File: config.mk
export PLATFORM = sky130hd
export DESIGN_NAME = disk_reg_port
export DESIGN_NICKNAME = d
export VERILOG_FILES = /design/src/rtl/drp_pkg.sv /design/src/rtl/drp_sync.sv /design/src/rtl/drp_bus_fsm.sv /design/src/rtl/drp_regfile.sv /design/src/rtl/disk_reg_port.sv
export SDC_FILE = /design/constraint.sdc
export NUM_CORES = 1
export LEC_CHECK = 0
export CORE_ASPECT_RATIO = 1.75
export CORE_MARGIN = 2
export CORE_UTILIZATION = 46
export CTS_BUF_LIST = sky130_fd_sc_hd__clkbuf_4 sky130_fd_sc_hd__clkbuf_8 sky130_fd_sc_hd__clkbuf_16
export DETAILED_ROUTE_END_ITERATION = 8
export PLACE_DENSITY_LB_ADDON = 0.3
export SLEW_MARGIN = 30
export SYNTH_ARGS = -nofsm -noshare
export SYNTH_HDL_FRONTEND = slang
export SYNTH_HIERARCHICAL = 1
export SYNTH_SLANG_ARGS = --single-unit
File: constraint.sdc
create_clock -name clk -period 1.7 [get_ports clk]
set_input_delay 0.255 -clock clk [delete_from_list [all_inputs] [get_ports clk]]
set_output_delay 0.255 -clock clk [all_outputs]
set_load 0.02 [all_outputs]
File: src/rtl/drp_pkg.sv
package drp_pkg;
    localparam int REG_AW = 3;

    localparam logic [REG_AW-1:0] CB_DATA    = 3'd0;
    localparam logic [REG_AW-1:0] CB_ERRFEAT = 3'd1;
    localparam logic [REG_AW-1:0] CB_SECCNT  = 3'd2;
    localparam logic [REG_AW-1:0] CB_DRVHD   = 3'd6;
    localparam logic [REG_AW-1:0] CB_STATCMD = 3'd7;
    localparam logic [REG_AW-1:0] KB_ALTCTL  = 3'd6;
    localparam logic [REG_AW-1:0] KB_DRVADDR = 3'd7;

    localparam int DRVSEL_BIT  = 4;
    localparam int IRQMASK_BIT = 1;

    typedef enum logic [2:0] {
        ST_IDLE,
        ST_WRITE,
        ST_WCOMMIT,
        ST_READ,
        ST_RDONE
    } bus_state_t;

    typedef struct packed {
        logic                 cmd;
        logic                 ctl;
        logic [REG_AW-1:0]    addr;
    } reg_sel_t;
endpackage

File: src/rtl/drp_sync.sv
module drp_sync #(
    parameter int              WIDTH   = 1,
    parameter int              STAGES  = 2,
    parameter logic [WIDTH-1:0] RST_VAL = '0
) (
    input  logic             clk,
    input  logic             rst_n,
    input  logic [WIDTH-1:0] d,
    output logic [WIDTH-1:0] q
);
    logic [WIDTH-1:0] stage_q [STAGES];

    generate
        for (genvar s = 0; s < STAGES; s++) begin : g_stage
            if (s == 0) begin : g_first
                always_ff @(posedge clk or negedge rst_n) begin
                    if (!rst_n) stage_q[0] <= RST_VAL;
                    else        stage_q[0] <= d;
                end
            end else begin : g_next
                always_ff @(posedge clk or negedge rst_n) begin
                    if (!rst_n) stage_q[s] <= RST_VAL;
                    else        stage_q[s] <= stage_q[s-1];
                end
            end
        end
    endgenerate

    assign q = stage_q[STAGES-1];
endmodule

File: src/rtl/drp_bus_fsm.sv
module drp_bus_fsm
    import drp_pkg::*;
(
    input  logic clk,
    input  logic rst_n,
    input  logic wr_s_n,
    input  logic rd_s_n,
    output logic capture_wr,
    output logic commit,
    output logic capture_rd,
    output logic rd_done
);
    bus_state_t state_q, state_d;

    always_ff @(posedge clk or negedge rst_n) begin
        if (!rst_n) state_q <= ST_IDLE;
        else        state_q <= state_d;
    end

    always_comb begin
        state_d = state_q;
        unique case (state_q)
            ST_IDLE: begin
                if (!wr_s_n)      state_d = ST_WRITE;
                else if (!rd_s_n) state_d = ST_READ;
            end
            ST_WRITE:   if (wr_s_n) state_d = ST_WCOMMIT;
            ST_WCOMMIT: state_d = ST_IDLE;
            ST_READ:    if (rd_s_n) state_d = ST_RDONE;
            ST_RDONE:   state_d = ST_IDLE;
            default:    state_d = ST_IDLE;
        endcase
    end

    always_comb begin
        capture_wr = 1'b0;
        commit     = 1'b0;
        capture_rd = 1'b0;
        rd_done    = 1'b0;
        unique case (state_q)
            ST_IDLE:    ;
            ST_WRITE:   capture_wr = !wr_s_n;
            ST_WCOMMIT: commit     = 1'b1;
            ST_READ:    capture_rd = !rd_s_n;
            ST_RDONE:   rd_done    = 1'b1;
            default:    ;
        endcase
    end

    AST_COMMIT_SINGLE: assert property (@(posedge clk) disable iff (!rst_n)
        commit |=> !commit);
    AST_COMMIT_AFTER_RELEASE: assert property (@(posedge clk) disable iff (!rst_n)
        commit |-> $past(wr_s_n));
    AST_RDDONE_SINGLE: assert property (@(posedge clk) disable iff (!rst_n)
        rd_done |=> !rd_done);
endmodule

File: src/rtl/drp_regfile.sv
module drp_regfile
    import drp_pkg::*;
#(
    parameter int DW = 16,
    parameter int RW = 8,
    localparam int NTF = int'(CB_DRVHD) - int'(CB_SECCNT) + 1
) (
    input  logic              clk,
    input  logic              rst_n,
    input  logic              wr_commit,
    input  reg_sel_t          wr_sel,
    input  logic [DW-1:0]     wr_data,
    input  logic              rd_done,
    input  reg_sel_t          rd_sel,
    input  logic              core_irq_set,
    input  logic              core_status_we,
    input  logic [RW-1:0]     core_status,
    input  logic              core_error_we,
    input  logic [RW-1:0]     core_error,
    output logic [RW-1:0]     features_q,
    output logic [NTF*RW-1:0] tf_q,
    output logic [RW-1:0]     status_q,
    output logic [RW-1:0]     error_q,
    output logic              irq_mask_q,
    output logic              irq_flag_q,
    output logic              cmd_valid_q,
    output logic [RW-1:0]     cmd_byte_q,
    output logic              push_q,
    output logic [DW-1:0]     push_word_q,
    output logic              pop_q
);
    logic          cb_wr, kb_wr, cb_rd, kb_rd;
    logic          cmd_wr, stat_rd, alt_rd, irq_clr;
    logic [RW-1:0] wbyte;

    assign cb_wr   = wr_commit && wr_sel.cmd && !wr_sel.ctl;
    assign kb_wr   = wr_commit && wr_sel.ctl && !wr_sel.cmd;
    assign cb_rd   = rd_done && rd_sel.cmd && !rd_sel.ctl;
    assign kb_rd   = rd_done && rd_sel.ctl && !rd_sel.cmd;
    assign wbyte   = wr_data[RW-1:0];
    assign cmd_wr  = cb_wr && (wr_sel.addr == CB_STATCMD);
    assign stat_rd = cb_rd && (rd_sel.addr == CB_STATCMD);
    assign alt_rd  = kb_rd && (rd_sel.addr == KB_ALTCTL);
    assign irq_clr = cmd_wr || stat_rd;

    generate
        for (genvar a = 0; a < NTF; a++) begin : g_tf
            always_ff @(posedge clk or negedge rst_n) begin
                if (!rst_n)
                    tf_q[a*RW +: RW] <= '0;
                else if (cb_wr && wr_sel.addr == REG_AW'(int'(CB_SECCNT) + a))
                    tf_q[a*RW +: RW] <= wbyte;
            end
        end
    endgenerate

    always_ff @(posedge clk or negedge rst_n) begin
        if (!rst_n) begin
            features_q  <= '0;
            status_q    <= '0;
            error_q     <= '0;
            irq_mask_q  <= 1'b0;
            irq_flag_q  <= 1'b0;
            cmd_valid_q <= 1'b0;
            cmd_byte_q  <= '0;
            push_q      <= 1'b0;
            push_word_q <= '0;
            pop_q       <= 1'b0;
        end else begin
            cmd_valid_q <= cmd_wr;
            push_q      <= cb_wr && (wr_sel.addr == CB_DATA);
            pop_q       <= cb_rd && (rd_sel.addr == CB_DATA);
            if (cmd_wr) cmd_byte_q <= wbyte;
            if (cb_wr && wr_sel.addr == CB_DATA) push_word_q <= wr_data;
            if (cb_wr && wr_sel.addr == CB_ERRFEAT) features_q <= wbyte;
            if (kb_wr && wr_sel.addr == KB_ALTCTL) irq_mask_q <= wbyte[IRQMASK_BIT];
            if (core_status_we) status_q <= core_status;
            if (core_error_we)  error_q  <= core_error;
            if (core_irq_set)   irq_flag_q <= 1'b1;
            else if (irq_clr)   irq_flag_q <= 1'b0;
        end
    end

    AST_IRQ_ONLY_BY_CORE: assert property (@(posedge clk) disable iff (!rst_n)
        (!irq_flag_q && !core_irq_set) |=> !irq_flag_q);
    AST_IRQ_CLEAR: assert property (@(posedge clk) disable iff (!rst_n)
        (irq_clr && !core_irq_set) |=> !irq_flag_q);
    AST_ALT_KEEPS_IRQ: assert property (@(posedge clk) disable iff (!rst_n)
        (alt_rd && irq_flag_q) |=> irq_flag_q);
    AST_SET_WINS: assert property (@(posedge clk) disable iff (!rst_n)
        core_irq_set |=> irq_flag_q);
    AST_CMD_PULSE: assert property (@(posedge clk) disable iff (!rst_n)
        cmd_valid_q |=> !cmd_valid_q);
    AST_STATUS_KEPT: assert property (@(posedge clk) disable iff (!rst_n)
        (cmd_wr && !core_status_we) |=> $stable(status_q));
endmodule

File: src/rtl/disk_reg_port.sv
module disk_reg_port
    import drp_pkg::*;
#(
    parameter int DW          = 16,
    parameter int RW          = 8,
    parameter int SYNC_STAGES = 2,
    localparam int NTF        = int'(CB_DRVHD) - int'(CB_SECCNT) + 1,
    localparam int SYNC_W     = 4 + REG_AW + DW
) (
    input  logic              clk,
    input  logic              rst_n,
    input  logic              dev_id,
    input  logic              host_cs_cmd_n,
    input  logic              host_cs_ctl_n,
    input  logic [REG_AW-1:0] host_addr,
    input  logic              host_wr_n,
    input  logic              host_rd_n,
    input  logic [DW-1:0]     host_data_i,
    output logic [DW-1:0]     host_data_o,
    output logic              host_data_oe,
    output logic              host_irq_o,
    output logic              host_irq_oe,
    output logic              host_wide,
    input  logic              core_irq_set,
    input  logic              core_status_we,
    input  logic [RW-1:0]     core_status,
    input  logic              core_error_we,
    input  logic [RW-1:0]     core_error,
    input  logic [DW-1:0]     core_rd_word,
    output logic              core_rd_pop,
    output logic [DW-1:0]     core_wr_word,
    output logic              core_wr_push,
    output logic              cmd_valid,
    output logic [RW-1:0]     cmd_byte,
    output logic [(NTF+1)*RW-1:0] task_params
);
    localparam logic [SYNC_W-1:0] SYNC_RST = {4'b1111, {(REG_AW + DW){1'b0}}};

    logic [SYNC_W-1:0] raw_bus, syn_bus;
    logic              wr_s_n, rd_s_n, cs_cmd_s_n, cs_ctl_s_n;
    logic [REG_AW-1:0] addr_s;
    logic [DW-1:0]     data_s;
    logic              capture_wr, commit, capture_rd, rd_done;
    reg_sel_t          wr_sel_q, rd_sel_q, live_sel;
    logic [DW-1:0]     wr_data_q;

    logic [RW-1:0]     features_q, status_q, error_q;
    logic [NTF*RW-1:0] tf_q;
    logic              irq_mask_q, irq_flag_q;
    logic [RW-1:0]     drvhd, drv_addr;
    logic              drv_sel, rd_valid;

    assign raw_bus = {host_wr_n, host_rd_n, host_cs_cmd_n, host_cs_ctl_n, host_addr, host_data_i};
    assign {wr_s_n, rd_s_n, cs_cmd_s_n, cs_ctl_s_n, addr_s, data_s} = syn_bus;

    drp_sync #(.WIDTH(SYNC_W), .STAGES(SYNC_STAGES), .RST_VAL(SYNC_RST)) u_sync (
        .clk(clk), .rst_n(rst_n), .d(raw_bus), .q(syn_bus)
    );

    drp_bus_fsm u_fsm (
        .clk(clk), .rst_n(rst_n), .wr_s_n(wr_s_n), .rd_s_n(rd_s_n),
        .capture_wr(capture_wr), .commit(commit),
        .capture_rd(capture_rd), .rd_done(rd_done)
    );

    always_ff @(posedge clk or negedge rst_n) begin
        if (!rst_n) begin
            wr_sel_q  <= '0;
            rd_sel_q  <= '0;
            wr_data_q <= '0;
        end else begin
            if (capture_wr) begin
                wr_sel_q  <= '{cmd: !cs_cmd_s_n, ctl: !cs_ctl_s_n, addr: addr_s};
                wr_data_q <= data_s;
            end
            if (capture_rd)
                rd_sel_q <= '{cmd: !cs_cmd_s_n, ctl: !cs_ctl_s_n, addr: addr_s};
        end
    end

    drp_regfile #(.DW(DW), .RW(RW)) u_regs (
        .clk(clk), .rst_n(rst_n),
        .wr_commit(commit), .wr_sel(wr_sel_q), .wr_data(wr_data_q),
        .rd_done(rd_done), .rd_sel(rd_sel_q),
        .core_irq_set(core_irq_set),
        .core_status_we(core_status_we), .core_status(core_status),
        .core_error_we(core_error_we), .core_error(core_error),
        .features_q(features_q), .tf_q(tf_q),
        .status_q(status_q), .error_q(error_q),
        .irq_mask_q(irq_mask_q), .irq_flag_q(irq_flag_q),
        .cmd_valid_q(cmd_valid), .cmd_byte_q(cmd_byte),
        .push_q(core_wr_push), .push_word_q(core_wr_word), .pop_q(core_rd_pop)
    );

    assign drvhd    = tf_q[(NTF-1)*RW +: RW];
    assign drv_sel  = (drvhd[DRVSEL_BIT] == dev_id);
    assign drv_addr = {2'b11, ~drvhd[3:0], ~(drv_sel && dev_id), ~(drv_sel && !dev_id)};
    assign live_sel = '{cmd: !host_cs_cmd_n, ctl: !host_cs_ctl_n, addr: host_addr};

    always_comb begin
        rd_valid    = 1'b0;
        host_data_o = '0;
        if (live_sel.cmd && !live_sel.ctl) begin
            rd_valid = 1'b1;
            if (live_sel.addr == CB_DATA)
                host_data_o = core_rd_word;
            else if (live_sel.addr == CB_ERRFEAT)
                host_data_o = DW'(error_q);
            else if (live_sel.addr == CB_STATCMD)
                host_data_o = DW'(status_q);
            else
                host_data_o = DW'(tf_q[(int'(live_sel.addr) - int'(CB_SECCNT))*RW +: RW]);
        end else if (live_sel.ctl && !live_sel.cmd) begin
            if (live_sel.addr == KB_ALTCTL) begin
                rd_valid    = 1'b1;
                host_data_o = DW'(status_q);
            end else if (live_sel.addr == KB_DRVADDR) begin
                rd_valid    = 1'b1;
                host_data_o = DW'(drv_addr);
            end
        end
    end

    assign host_data_oe = !host_rd_n && rd_valid;
    assign host_wide    = live_sel.cmd && !live_sel.ctl && (live_sel.addr == CB_DATA);
    assign host_irq_o   = irq_flag_q;
    assign host_irq_oe  = drv_sel && !irq_mask_q;
    assign task_params  = {tf_q, features_q};

    AST_PUSH_SINGLE: assert property (@(posedge clk) disable iff (!rst_n)
        core_wr_push |=> !core_wr_push);
    AST_POP_NOT_PUSH: assert property (@(posedge clk) disable iff (!rst_n)
        core_rd_pop |-> !core_wr_push);
    AST_CMD_NOT_PUSH: assert property (@(posedge clk) disable iff (!rst_n)
        cmd_valid |-> !core_wr_push);
endmodule

==> reports/results.tsv, run 1 <==
metric	value	unit
crit_type	in -> out	
grt_pass1_vias	5281	
hold_viol_final	0	
drv_slew	0	
dp_worst_setup_slack	-1.19	ns
rsz0062_at_grt	true	
ir_drop	0.000891	V
path_max_fanout	3	
die_h	168	um
pin_count	156	
layout_common_cells	160 x dfrtp_1, 88 x clkdlybuf4s50_1, 81 x buf_4, 77 x mux2_2, 40 x dlygate4sd2_1	
async_reset_ff_share	100	%
layout_min_cycle_time	1.98	ns
die_area	0.0164	sq mm
clk_latency	0.41	ns
timing.slew.headroom	65.9	%
row_count	60	
die_w	97.7	um
arrival	1.73	ns
drc	0	
grt_max_degree	48	
track_usage	22.9	%
cts_sinks	168	
dpl_cell_area	0.00941	sq mm
final_common_cell	dfrtp_1	
end_kind	output pin	
cap_violations	0	
diodes	0	
clock_path_buffers	2	
setup_viol	79	
syn_nets	563	
post-dp-hpwl	13100	um
synth_cell_types	55	
gp_congestion	0.895	
area_delta_synth_final	46.6	%
grt_pass1_wl	28900	um
avgSynthCellArea	14.2	sq um
layout.cells.non_filler	924	
drive_gt1_share	42.4	%
synth_area	0.00707	sq mm
cts_tree	yes	
leakagePower	5.01	nW
synth-main-ff-cell	dfrtp_1	
antenna_found_initial	0	
clk_pin_slew	0.07	ns
worst_slew_pin_slew	0.510	ns
status	complete, but fails checks	
power	15.2	mW
num_vias	4841	
cts_root_buf	clkbuf_16	
skew	0.00937	ns
wl_per_cell	20.1	um
yosys_warnings	6	
drt-total-wl	18600	um
drt_iter0_drc	200	
htree_levels	4	
finalInstanceArea	0.0104	sq mm
synth_enable_flop_cells	0	
ys_seq_area_share	59.6	%
final.setup.worst_slack	-0.283	ns
synth_cells	499	
routed_via_density	5.24	
synth-seq-cells	168	
worst_hold_path_type	in -> reg	
cts_buffers	17	
p_per_area	1470	mW/mm^2
max_freq	0.504	GHz
drt_pass1_iterations	4	
antenna_left	0	
timing.final.crit_share	117	%
violations	setup timing	
cp-start-kind	input pin	
start_util	46.4	%
dpl.cell_count	873	
cp.required	1.44	ns
io_buffers	155	
gr-total-overflow	0	
design.core.area	0.0152	sq mm
layout.nets	789	
stage by stage:
step / TNS [ns] / utilization, % / hold slack (ns)
detailed placement: -22.05 / 61.7 / 0.214
floorplan: -3.30 / - / -0.0406
global route: -13.66 / 68.0 / 0.0484
global placement: -19.45 / 61.7 / 0.209
CTS: -7.70 / 67.6 / 0.0507
finish: -8.75 / 68.0 / 0.0659
registers in the layout, indices dropped and copies added, names as in the netlist, 8 cells and up:
name                cells
u_sync/stage_q         23
u_regs/cmd_byte_q       8
u_regs/error_q          8
u_regs/status_q         8
u_regs/push_word_q     16
wr_data_q              16
u_sync/q               23
u_regs/tf_q            40
u_regs/features_q       8
worst paths after layout:
kind | startpoint | end | slack [ns] | cells past startpoint
setup / recovery | host_addr[2] | host_data_o[4] | -0.28 | 9
max in group asynchronous | rst_n | u_sync/stage_q[42] | 0.75 | 3
setup reg to reg | u_fsm/state_q[0] | u_regs/tf_q[12] | -0.24 | 8
min in group asynchronous | rst_n | u_regs/cmd_byte_q[2] | 0.32 | 2
hold reg to reg | u_sync/stage_q[28] | u_sync/q[5] | 0.35 | 0
hold / removal | host_cs_cmd_n | u_sync/stage_q[43] | 0.07 | 2
routing by layer:
metal  part of all wire (%)  global-route usage, %  vias up
li1                       -                      -     2202
met1                     36                   25.2     2462
met2                     57                   43.4      148
met3                    3.8                   3.94       29
met4                    2.9                   8.64        0
met5                      0                      0        -
cells in the mapped netlist, types with 5 or more instances:
cell	number	share of area [%]
and2_1	8	0.71
o211ai_1	12	1.3
dfrtp_1	160	57
o21ai_0	10	0.71
inv_1	11	0.58
nand2_1	12	0.64
dfstp_2	8	3.0
nor2_1	11	0.58
nand2b_1	7	0.62
clkbuf_1	5	0.27
buf_4	27	2.9
buf_2	12	0.85
mux2i_1	20	2.8
mux2_2	109	17
a21o_1	7	0.74
a21oi_1	16	1.1
power breakdown:
group	switching, mW	total [mW]	leakage, nW	internal, mW
Combinational	2.32	5.18	2.61	2.85
Clock	1.75	4.00	0.303	2.25
Sequential	1.01	6.04	2.10	5.04
layout make-up:
class | count | area (sq um)
clock buffers | 17 | 425
clock inverters | 15 | 199
fillers | 1088 | 4870
inverters | 11 | 46.3
multi-input cells | 273 | 2750
flip-flops and latches | 168 | 4210
well taps | 186 | 233
repair buffers | 254 | 2500
kinds of logic (layout without fill, tap and decap cells):
logic type / after synthesis / after routing / share of synthesized area [%]
buf+inv: 58 / 297 / 5.05
compound gates: 68 / 68 / 7.26
fa+ha+maj: 3 / 3 / 0.531
flops: 168 / 168 / 59.6
simple gates: 71 / 71 / 6.97
mux: 131 / 131 / 20.6
worst max-delay path, cell delays in order:
cell and delay [ns]:
buf_8 0.08, inv_4 0.03, ha_4 0.27, buf_6 0.09
or3b_4 0.37, o211ai_1 0.25, a21oi_2 0.10, o22ai_2 0.14
buf_6 0.14
what timing repair did:
| item | in CTS | in global routing |
|---|---|---|
| hold endpoints to repair | 40 | 0 |
| hold buffers | 1 | 0 |
| cloned | 2 | 0 |
| setup endpoints to repair | 131 | 93 |
| setup buffers | 11 | 6 |
| pin swaps | 17 | 16 |
| resized for setup | 193 | 11 |
Note: power is estimated with default switching activity, not from simulation.
==> run 2, diff against run 1 <==
- CORE_UTILIZATION: 46 -> 45
- GPL_ROUTABILITY_DRIVEN: default -> 0
- SYNTH_HIERARCHICAL: 1 -> default
==> run 2 against run 1 <==
The run still ends with setup timing left. Via count rose by 5.3%. Flip-flop and latch count unchanged. Cell count up 3.9%. Largest power group unchanged. Clock power shrank 4%. Combinational power is 5.0% lower. First-iteration DRC count is 0.50% lower. Clock-buffer cell count is 1 higher. Worst hold slack got worse by 0.012 ns.
==> reports/results.tsv, run 2 <==
metric	value	unit	change
r2r_slack	-0.17	ns	+0.07 ns
end_kind	output pin		
clk_latency	0.43	ns	+0.02 ns
cts_root_buf	clkbuf_16		
gr-max-usage-layer	met2		
synth_enable_flop_cells	0		unchanged
yosysTopAreaCellShare	58.5	%	+1.8 points
drt_pass1_iterations	5		+1
timing.final.crit_share	132	%	+16 points
max_stage_delay	0.48	ns	+0.11 ns
drt_iter0_drc	199		-0.50%
clockPowerShare	26.1	%	-0.2 points
start_util	45.9	%	-0.47 points
skew	0.0157	ns	+0.00630 ns
met1_usage	29.5	%	+4.3 points
crit_chain	mux4_2 > mux2i_2 > nor3_2 > a211o_1 > buf_6		
largest-register	u_regs.tf_q		
wl_per_cell	20.2	um	+0.28%
pwr-share-comb	33.6	%	-0.4 points
path_max_fanout	2		-1
die_w	97.2	um	-0.47%
synth-seq-cells	168		unchanged
arrival	2.00	ns	+0.27 ns
rsz0062_at_grt	true		
synth_cells	497		-0.40%
clock_path_buffers	2		unchanged
switching_share	33.7	%	+0.29 points
crit_buf_inv	1		-3
yosys_warnings	0		-6
ys_seq_area_share	61.5	%	+1.9 points
r2r_end	u_regs.cmd_byte_q[4]		
cts_sinks	168		unchanged
drive_gt1_share	41.8	%	-0.58 points
row_count	59		-1.7%
cap_violations	0		unchanged
power	14.6	mW	-3.8%
cts_buffers	17		unchanged
holdWs	0.0543	ns	-0.0116 ns
status	complete, but fails checks		
cts_tree	yes		
min_delay_worst_endpoint	u_sync.stage_q[43]		
met2_usage	41.9	%	-1.5 points
layout.nets	829		+5.1%
clk_pin_slew	0.06	ns	about the same
tns	-10.45	ns	-1.70 ns
rr_worst_depth	6		-2
synth_most_common_cell	dfrtp_1		
max_freq	0.444	GHz	-12%
finalInstanceArea	0.0105	sq mm	+1.5%
drc	0		unchanged
avgSynthCellArea	13.8	sq um	-2.7%
ir_drop	0.000841	V	-5.6%
crit_type	reg -> out		
internal-power	9.72	mW	-4.2%
seqPwrFrac	40.2	%	+0.5 points
crit_slowest_cell	mux4_2		
diodes	0		unchanged
async_reset_ff_share	100	%	unchanged
gr-total-overflow	0		unchanged
final.setup.worst_slack	-0.551	ns	-0.268 ns
dpl.cell_count	891		+2.1%
cp-start-kind	flip-flop		
p_switching	4.93	mW	-3.0%
drt-total-wl	19400	um	+4.2%
num_vias	5097		+5.3%
timing.slew.headroom	67.1	%	+1.2 points
worst_hold_path_type	in -> reg		
final_util	70.5	%	+2.5 points
p_per_area	1390	mW/mm^2	-5.2%
worstHoldStart	host_cs_cmd_n		
track_usage	24.2	%	+1.3 points
largest_reg_flops	40		unchanged
worst_path_dominant_cell_family	multiplexers		
dp_worst_setup_slack	-1.16	ns	+0.0308 ns
leakagePower	5.25	nW	+4.6%
hold_depth	2		unchanged
grt_max_degree	65		+35%
post-dp-hpwl	12800	um	-2.0%
synth_area_leaders	dfrtp_1 58%, mux2_2 13%, nand2_1 3.9%, dfstp_2 3.1%, mux4_2 2.6%		
design.core.area	0.0149	sq mm	-2.2%
worst_slew_pin_slew	0.493	ns	-0.0168 ns
layout.cells.non_filler	960		+3.9%
synth.largest_area_cell	dfrtp_1		
pin_count	156		unchanged
netlist_top_cells_count	160 x dfrtp_1, 80 x mux2_2, 72 x nand2_1		
final_common_cell	dfrtp_1		
antenna_left	0		unchanged
area_delta_synth_final	53.6	%	
routed_via_density	5.31		+1.3%
synth-main-ff-cell	dfrtp_1		
violations	setup timing		
setup_viol	77		-2.5%
layout_common_cells	157 x dfrtp_1, 90 x buf_4, 83 x clkdlybuf4s50_1, 72 x nand2_1, 50 x mux2_4		
hold_viol_final	0		unchanged
met3_usage	4.05	%	+0.10 points
grt_pass1_wl	30800	um	+6.4%
htree_levels	4		unchanged
syn_nets	561		-0.36%
die_area	0.0163	sq mm	-0.95%
antenna_found_initial	0		unchanged
r2r_start	u_fsm.state_q[2]		
grt_pass1_vias	5596		+6.0%
io_buffers	155		unchanged
synth_cell_types	50		-9.1%
die_h	167	um	-0.48%
dpl_cell_area	0.00930	sq mm	-1.1%
n_fill_cell	1034		-5.0%
synth_area	0.00685	sq mm	-3.1%
layout_min_cycle_time	2.25	ns	+0.268 ns
cp.required	1.44	ns	about the same
drv_slew	0		unchanged
==> run 2: layout make-up <==
cell class	count	area, sq um	area share [%]
Sequential cell	168	4220	40.1
Clock buffer	18	439	4.18
Multi-Input combinational cell	294	2780	26.4
Inverter	11	43.8	0.416
Timing Repair Buffer	273	2680	25.5
Tap cell	183	229	2.18
Clock inverter	13	135	1.28
==> run 2: timing repair <==
action / 4_1_cts / 5_1_grt
gates resized for setup: 226 / 42
buffers inserted: 26 / 13
hold buffers: 1 / 0
pin swaps: 17 / 11
setup endpoints to repair: 134 / 99
cloned: 2 / 0
endpoints found under the hold margin: 28 / 0
==> run 2: kinds of logic (layout without fill, tap and decap cells) <==
| logic type | after synthesis | after routing | share of synthesized area [%] |
|---|---|---|---|
| flops | 168 | 168 | 61.5 |
| simple gates | 125 | 125 | 9.63 |
| mux | 111 | 111 | 19.8 |
| compound gates | 54 | 54 | 5.34 |
| buf+inv | 35 | 315 | 3.00 |
| fa+ha+maj | 3 | 3 | 0.548 |
| xor+xnor | 1 | 1 | 0.128 |
==> run 2: worst max-delay path by stage <==
stage / depth (start not counted) / to / startpoint
after floorplan: 9 / host_data_o[0] / host_addr[1]
after global placement: 8 / host_data_o[6] / host_addr[1]
after detailed placement: 8 / host_data_o[1] / host_addr[1]
after CTS: 5 / host_data_o[6] / u_regs.tf_q[14]
after global routing: 5 / host_data_o[6] / u_regs.tf_q[14]
final: 5 / host_data_o[6] / u_regs.tf_q[14]
==> run 2: power groups by stage <==
stage,Clock [mW],Sequential (mW),Combinational (mW)
after floorplan,0,6.24,1.90
after global placement,0,5.87,4.61
after detailed placement,0,5.91,4.72
after CTS,3.85,5.88,4.82
after global routing,4.03,6.01,5.25
final,3.83,5.89,4.92
==> run 2: worst register-to-register path, cell delays in order, from the launching register on <==
cell and delay [ns]:
dfrtp_1 0.41, nor3b_4 0.24, buf_4 0.15, and4b_2 0.28
and2b_2 0.22, clkbuf_16 0.17, mux2_4 0.29
==> run 2: routing by layer <==
layer	share of wire, %	vias to the layer above
met5	0	-
met1	39	2584
met3	4.0	55
met2	53	184
met4	3.4	0
li1	-	2274
